==> src/rtl/scanout_pkg.sv <==
package scanout_pkg;
  typedef enum logic [1:0] {
    VP_BACK  = 2'd0,
    VP_SHOW  = 2'd1,
    VP_FRONT = 2'd2,
    VP_SYNC  = 2'd3
  } vphase_t;
endpackage

==> src/rtl/scan_line_timer.sv <==
module scan_line_timer #(
  parameter int H_TOTAL  = 400,
  parameter int HS_START = 328,
  parameter int HS_END   = 376,
  parameter bit ACT_LOW  = 1'b1,
  localparam int HW = $clog2(H_TOTAL)
) (
  input  logic          clk,
  input  logic          rst_n,
  output logic [HW-1:0] hpos,
  output logic          line_end,
  output logic          hsync
);
  localparam logic [HW-1:0] LAST = HW'(H_TOTAL - 1);
  localparam logic [HW-1:0] HS_A = HW'(HS_START);
  localparam logic [HW-1:0] HS_B = HW'(HS_END);

  logic hs_on;

  assign line_end = (hpos == LAST);
  assign hsync    = hs_on ^ ACT_LOW;

  always_ff @(posedge clk or negedge rst_n) begin
    if (!rst_n) begin
      hpos  <= '0;
      hs_on <= 1'b0;
    end else begin
      hpos  <= line_end ? '0 : hpos + 1'b1;
      hs_on <= (hpos >= HS_A) && (hpos < HS_B);
    end
  end

  assert_pos_range_R2: assert property (@(posedge clk) disable iff (!rst_n)
    $past(line_end) |-> hpos == '0);
endmodule

==> src/rtl/scan_vert_fsm.sv <==
module scan_vert_fsm
  import scanout_pkg::*;
#(
  parameter int VISIBLE_START = 34,
  parameter int VFP_START     = 274,
  parameter int VSYNC_START   = 284,
  parameter int VSYNC_END     = 286,
  parameter int ADDR_W        = 16,
  parameter int FB_BASE       = 0,
  parameter int LINE_LEN      = 160,
  parameter int FRAME_SIZE    = 19200,
  parameter bit ACT_LOW       = 1'b1,
  localparam int LW = $clog2(VSYNC_END + 1)
) (
  input  logic              clk,
  input  logic              rst_n,
  input  logic              line_end,
  output vphase_t           phase,
  output logic [ADDR_W-1:0] row_addr,
  output logic              vsync
);
  localparam logic [LW-1:0]     L_VIS  = LW'(VISIBLE_START);
  localparam logic [LW-1:0]     L_FP   = LW'(VFP_START);
  localparam logic [LW-1:0]     L_SS   = LW'(VSYNC_START);
  localparam logic [LW-1:0]     L_SE   = LW'(VSYNC_END);
  localparam logic [ADDR_W-1:0] BASE_A = ADDR_W'(FB_BASE);
  localparam logic [ADDR_W-1:0] LIM_A  = ADDR_W'(FB_BASE + FRAME_SIZE);
  localparam logic [ADDR_W-1:0] STEP_A = ADDR_W'(LINE_LEN);

  logic [LW-1:0]     lcnt, lnext;
  logic [ADDR_W-1:0] row_step, row_wrap;
  logic              vs_tgt, vs_on;

  assign lnext    = lcnt + 1'b1;
  assign row_step = row_addr + STEP_A;
  assign row_wrap = (row_step >= LIM_A) ? BASE_A : row_step;
  assign vsync    = vs_on ^ ACT_LOW;

  always_ff @(posedge clk or negedge rst_n) begin
    if (!rst_n) begin
      phase    <= VP_BACK;
      lcnt     <= '0;
      row_addr <= BASE_A;
      vs_tgt   <= 1'b0;
      vs_on    <= 1'b0;
    end else if (line_end) begin
      vs_on <= vs_tgt;
      lcnt  <= lnext;
      case (phase)
        VP_BACK: if (lnext >= L_VIS) begin
          phase    <= VP_SHOW;
          row_addr <= BASE_A;
        end
        VP_SHOW: begin
          if (lnext >= L_FP) phase <= VP_FRONT;
          else if (!lnext[0]) row_addr <= row_wrap;
        end
        VP_FRONT: if (lnext >= L_SS) begin
          phase  <= VP_SYNC;
          vs_tgt <= 1'b1;
        end
        default: if (lnext >= L_SE) begin
          phase  <= VP_BACK;
          lcnt   <= '0;
          vs_tgt <= 1'b0;
        end
      endcase
    end
  end

  assert_row_reload_R8: assert property (@(posedge clk) disable iff (!rst_n)
    $rose(phase == VP_SHOW) |-> row_addr == BASE_A);
  assert_row_bounds_R10: assert property (@(posedge clk) disable iff (!rst_n)
    (row_addr >= BASE_A) && (row_addr < LIM_A));
  assert_vsync_lag_R4: assert property (@(posedge clk) disable iff (!rst_n)
    $rose(vs_on) |-> $past(phase) == VP_SYNC);
endmodule

==> src/rtl/scan_burst_reader.sv <==
module scan_burst_reader #(
  parameter int PIX_PER_LINE = 160,
  parameter int ADDR_W       = 16,
  parameter int PIX_W        = 8,
  localparam int CW = $clog2(PIX_PER_LINE + 1)
) (
  input  logic              clk,
  input  logic              rst_n,
  input  logic              start,
  input  logic [ADDR_W-1:0] base_addr,
  output logic              rd_en,
  output logic [ADDR_W-1:0] rd_addr,
  input  logic [PIX_W-1:0]  rd_data,
  output logic [PIX_W-1:0]  pix_data,
  output logic              pix_valid
);
  localparam logic [CW-1:0] LAST = CW'(PIX_PER_LINE - 1);

  logic          busy, rvld;
  logic [CW-1:0] cnt;

  assign rd_en = busy;

  always_ff @(posedge clk or negedge rst_n) begin
    if (!rst_n) begin
      busy    <= 1'b0;
      cnt     <= '0;
      rd_addr <= '0;
    end else if (start && !busy) begin
      busy    <= 1'b1;
      cnt     <= '0;
      rd_addr <= base_addr;
    end else if (busy) begin
      rd_addr <= rd_addr + 1'b1;
      cnt     <= cnt + 1'b1;
      if (cnt == LAST) busy <= 1'b0;
    end
  end

  // Data arrives one cycle after the request; the valid flag follows it.
  always_ff @(posedge clk or negedge rst_n) begin
    if (!rst_n) begin
      rvld      <= 1'b0;
      pix_valid <= 1'b0;
      pix_data  <= '0;
    end else begin
      rvld      <= busy;
      pix_valid <= rvld;
      pix_data  <= rvld ? rd_data : '0;
    end
  end

  assert_addr_step_R5: assert property (@(posedge clk) disable iff (!rst_n)
    rd_en && $past(rd_en) |-> rd_addr == $past(rd_addr) + 1'b1);
  assert_pix_lat_R6: assert property (@(posedge clk) disable iff (!rst_n)
    pix_valid |-> $past(rd_en, 2));
endmodule

==> src/rtl/lowres_scanout.sv <==
module lowres_scanout
  import scanout_pkg::*;
#(
  parameter int H_TOTAL       = 400,
  parameter int BURST_START   = 8,
  parameter int PIX_PER_LINE  = 160,
  parameter int HS_START      = 328,
  parameter int HS_END        = 376,
  parameter int VISIBLE_START = 34,
  parameter int VFP_START     = 274,
  parameter int VSYNC_START   = 284,
  parameter int VSYNC_END     = 286,
  parameter int ADDR_W        = 16,
  parameter int PIX_W         = 8,
  parameter int FB_BASE       = 0,
  parameter int FRAME_SIZE    = 19200,
  parameter bit SYNC_ACT_LOW  = 1'b1
) (
  input  logic              clk,
  input  logic              rst_n,
  output logic              fb_rd_en,
  output logic [ADDR_W-1:0] fb_rd_addr,
  input  logic [PIX_W-1:0]  fb_rd_data,
  output logic [PIX_W-1:0]  pix_data,
  output logic              pix_valid,
  output logic              hsync,
  output logic              vsync
);
  localparam int HW = $clog2(H_TOTAL);
  localparam logic [HW-1:0] BURST_POS = HW'(BURST_START);

  logic [HW-1:0]     hpos;
  logic              line_end, start;
  vphase_t           phase;
  logic [ADDR_W-1:0] row_addr;

  scan_line_timer #(
    .H_TOTAL(H_TOTAL), .HS_START(HS_START), .HS_END(HS_END), .ACT_LOW(SYNC_ACT_LOW)
  ) u_timer (
    .clk(clk), .rst_n(rst_n), .hpos(hpos), .line_end(line_end), .hsync(hsync)
  );

  scan_vert_fsm #(
    .VISIBLE_START(VISIBLE_START), .VFP_START(VFP_START),
    .VSYNC_START(VSYNC_START), .VSYNC_END(VSYNC_END),
    .ADDR_W(ADDR_W), .FB_BASE(FB_BASE), .LINE_LEN(PIX_PER_LINE),
    .FRAME_SIZE(FRAME_SIZE), .ACT_LOW(SYNC_ACT_LOW)
  ) u_vert (
    .clk(clk), .rst_n(rst_n), .line_end(line_end), .phase(phase),
    .row_addr(row_addr), .vsync(vsync)
  );

  assign start = (phase == VP_SHOW) && (hpos == BURST_POS);

  scan_burst_reader #(
    .PIX_PER_LINE(PIX_PER_LINE), .ADDR_W(ADDR_W), .PIX_W(PIX_W)
  ) u_burst (
    .clk(clk), .rst_n(rst_n), .start(start), .base_addr(row_addr),
    .rd_en(fb_rd_en), .rd_addr(fb_rd_addr), .rd_data(fb_rd_data),
    .pix_data(pix_data), .pix_valid(pix_valid)
  );

  assert_no_blank_read_R11: assert property (@(posedge clk) disable iff (!rst_n)
    fb_rd_en |-> phase == VP_SHOW);
endmodule

==> config.mk <==
export PLATFORM = sky130hd
export DESIGN_NAME = lowres_scanout
export DESIGN_NICKNAME = d
export VERILOG_FILES = /design/src/rtl/scanout_pkg.sv /design/src/rtl/scan_line_timer.sv /design/src/rtl/scan_vert_fsm.sv /design/src/rtl/scan_burst_reader.sv /design/src/rtl/lowres_scanout.sv
export SDC_FILE = /design/constraint.sdc
export NUM_CORES = 1
export LEC_CHECK = 0
export BUFFER_PORTS_ARGS = -buffer_cell sky130_fd_sc_hd__buf_4
export CORE_MARGIN = 5
export CORE_UTILIZATION = 50
export CTS_CLUSTER_SIZE = 25
export DETAILED_ROUTE_END_ITERATION = 12
export HOLD_SLACK_MARGIN = 0.1
export PLACE_DENSITY_LB_ADDON = 0.15
export SYNTH_ARGS = -nofsm -noshare
export SYNTH_HDL_FRONTEND = slang
export SYNTH_SLANG_ARGS = --single-unit
==> constraint.sdc <==
create_clock -name clk -period 2.25 [get_ports clk]
set_input_delay 0.1125 -clock clk [delete_from_list [all_inputs] [get_ports clk]]
set_output_delay 0.1125 -clock clk [all_outputs]
set_load 0.01 [all_outputs]
==> impl_metrics.json <==
{
  "cts_num_sinks": 69,
  "final_nets": 541,
  "clock-root-buffer": "clkbuf_8",
  "clkLatencyLatePin_ns": 0.36,
  "diodes": 0,
  "crit_path_frequent_cell": "a211oi_2",
  "synth_edf_count": 0,
  "core_area_sq_um": 7650,
  "dp.cells": 594,
  "synthFlopType": "dfrtp_1",
  "finalWorstSetupSlack_ns": -0.0890,
  "yosysSeqAreaShare_pct": 44.3,
  "timing.fmax_ghz": 0.428,
  "p_total_mw": 2.51,
  "ir_worst_vdd_mv": 0.292,
  "synth_area_leader_cell": "dfrtp_1",
  "design_area_sq_um": 5120,
  "synth-warning-count": 0,
  "grt_max_degree": 70,
  "ys_types": 54,
  "grt_pass1_wl_mm": 16.0,
  "die_w_um": 98.2,
  "vias_per_cell": 5.50,
  "avgSynthCellArea_sq_um": 9.18,
  "syn_nets": 445,
  "hold_viol": 0,
  "slew_viol_final": 0,
  "num_rows": 32,
  "clock_skew_ns": 0.0103,
  "status": "complete, but fails checks",
  "path_clk_slew_ns": 0.07,
  "hpwl_mm": 6.29,
  "post-route-util_pct": 67.0,
  "dpl_cell_area_sq_um": 4600,
  "clk_path_buf_depth": 2,
  "vias": 3451,
  "worstPathCellList": "buf_6 > nand3_4 > or3_4 > a221oi_4 > a211oi_2 > a211oi_2 > buf_4 > inv_1 > mux2_2",
  "dieArea_sq_um": 9650,
  "slew_headroom_pct": 43.3,
  "setup_viol": 11,
  "htreeDepth": 3,
  "synth.mux.area_fraction_pct": 3.73,
  "antenna_found_initial": 0,
  "synth_area_leaders": "dfrtp_1 (44%), o21ai_0 (4.6%), nand2_1 (4.6%)",
  "synth_xor_xnor_area_share_pct": 6.52,
  "syn_to_final_growth_pct": 31.5,
  "synth_area_sq_um": 3890,
  "syn_inst": 424,
  "cp_data_arrival_time_ns": 2.58,
  "synth_top_family_by_area": "simple AND/OR/NAND/NOR gates",
  "ys_ff_latch": 69,
  "overflow": 0,
  "synthArstFlopShare_pct": 100,
  "path_buf_inv": 3,
  "die_h_um": 98.2,
  "slowest_stage": "dfrtp_2",
  "cts_tree": "yes",
  "final.min_clock_period_ns": 2.34,
  "start_util_pct": 50.9,
  "synth_adder_area_share_pct": 3.53,
  "layout-drive-gt1-share_pct": 28.4,
  "grt_pass1_vias": 3501,
  "ant_nets": 0,
  "cap_violations": 0,
  "grt_usage_pct": 20.1,
  "port_buffers": 37,
  "cp-start-kind": "register",
  "period_share_pct": 104,
  "synth.top_cell.area_share_pct": 44.3,
  "worst_pin_slew_ns": 0.851,
  "totalWireLength_mm": 9.25,
  "power.leakage_nw": 2.40,
  "io-pin-count": 38,
  "drt_iter0_markers": 99,
  "avgRoutedWirePerCell_um": 14.8,
  "firstDrtPassIters": 4,
  "synth_compound_area_share_pct": 16.5,
  "violations": "negative setup slack",
  "synthSimpleGateAreaFrac_pct": 21.6,
  "finalNonFillerCells": 627,
  "required_ns": 2.49,
  "place_congestion": 0.972,
  "numCtsBuffers": 9,
  "cp_top_family": "compound AO/OA/AOI/OAI gates",
  "powerDensity_nw_per_um2": 491,
  "crit_fanout": 5,
  "worst-setup-path-type": "register to register",
  "worstSetupEndpointType": "register",
  "cp_slowest_stage_delay_ns": 0.45,
  "worstHoldPathType": "input port to asynchronous set/reset pin",
  "remaining_drc_errors": 0,
  "rsz0062_at_grt": "yes"
}
[stage by stage]
stage	setup WS (ns)	hold slack, ns	setup TNS [ns]
finish	-0.0890	0.404	-0.614
floorplan	-0.0567	-0.183	-0.101
CTS	-0.0807	0.443	-0.498
global placement	-0.00754	0.282	-0.0169
global route	-0.141	0.458	-1.32
detailed placement	-0.147	0.284	-1.21
[placed cells by master (no fill, tap or decap), drive strengths merged, types with 2 or more instances in the layout]
cell type    count
nand3           22
nor2            33
a211oi           3
nand2           48
o2bb2ai          2
clkbuf          10
o21bai           2
nor3             9
a31oi            3
and2            17
inv             17
clkinv           2
mux2i           10
dfrtp           69
nor4             2
mux2             4
nor4b            3
xnor2           16
dlygate4sd3      9
a22o             7
bufinv           3
or3              4
buf             95
nand4           10
o21ai           36
a21o             4
o22ai            6
a311oi           2
a21oi           15
or2              4
o31ai            2
a41oi            3
and3             6
o2111ai          2
nand2b           5
and4             2
nor2b            2
ha              11
xor2            13
[flip-flops by register name (all words and copies together), names as in the netlist]
signal and flops:
u_burst.rd_addr 16, u_vert.row_addr 11, u_timer.hpos 9, u_vert.lcnt 9
u_burst.cnt 8, u_burst.pix_data 8, u_vert.phase 2, u_burst.pix_valid 1
u_burst.rd_en 1, u_burst.rvld 1, u_timer.hs_on 1, u_vert.vs_on 1
u_vert.vs_tgt 1
[cell type report]
| cell class | count | area (sq um) |
|---|---|---|
| Clock inverter | 6 | 111 |
| Timing Repair Buffer | 104 | 808 |
| Inverter | 17 | 63.8 |
| Tap cell | 102 | 128 |
| Fill cell | 608 | 2530 |
| Clock buffer | 10 | 128 |
| Sequential cell | 69 | 1730 |
| Multi-Input combinational cell | 319 | 2150 |
[per-layer routing]
layer | vias to the layer above | global-route usage, % | share of wire [%]
met5 | - | 0 | 0
met4 | 0 | 7.46 | 2.3
met3 | 20 | 4.86 | 5.2
met2 | 85 | 32.5 | 49
met1 | 1651 | 26.4 | 44
li1 | 1695 | - | -
[path summary, 6_finish.rpt]
kind	cells past startpoint	slack, ns	startpoint	to
worst max-delay path	9	-0.09	u_vert.lcnt[0]	u_vert.row_addr[5]
worst min-delay path	2	0.40	rst_n	u_burst.pix_data[4]
worst max register to register	9	-0.09	u_vert.lcnt[0]	u_vert.row_addr[5]
worst min register to register	0	0.44	u_burst.rd_en	u_burst.rvld
max in group asynchronous	2	1.23	rst_n	u_vert.lcnt[1]
min in group clk	0	0.44	u_burst.rd_en	u_burst.rvld
[synth_stat cells, drive strengths merged, types with 3 or more instances]
library cell and number:
or3 4, a41oi 3, a22o 7, a31oi 3
o22ai 6, nand4 10, a21oi 15, nor3 9
dfrtp 69, a21o 4, or2 4, a211oi 3
o21ai 36, and2 17, nor2 33, inv 17
xnor2 16, clkbuf 11, and3 6, ha 11
nand2 48, xor2 13, nand3 22, mux2 4
nor4b 3, mux2i 10, nand2b 5, buf 8
[power breakdown]
part | leakage (nW) | switching (mW) | internal (mW)
Clock | 0.116 | 0.493 | 0.736
Combinational | 1.34 | 0.0264 | 0.0198
Sequential | 0.942 | 0 | 1.24
Total | 2.40 | 0.519 | 2.00
[what timing repair did]
item / CTS / global route
hold buffers: 9 / 0
gates cloned: 1 / 0
pin swaps: 6 / 7
resized for setup: 18 / 23
setup endpoints to repair: 11 / 19
endpoints found under the hold margin: 77 / 0
buffers inserted: 3 / 4
[logic make-up (layout without fill, tap and decap cells)]
logic type      count (synthesis)  in the layout
fa+ha+maj                      11             11
flops                          69             69
mux                            14             14
simple gates                  168            168
xor+xnor                       29             29
compound gates                 97             97
buf+inv                        36            137
(Power assumes the default switching activity.)
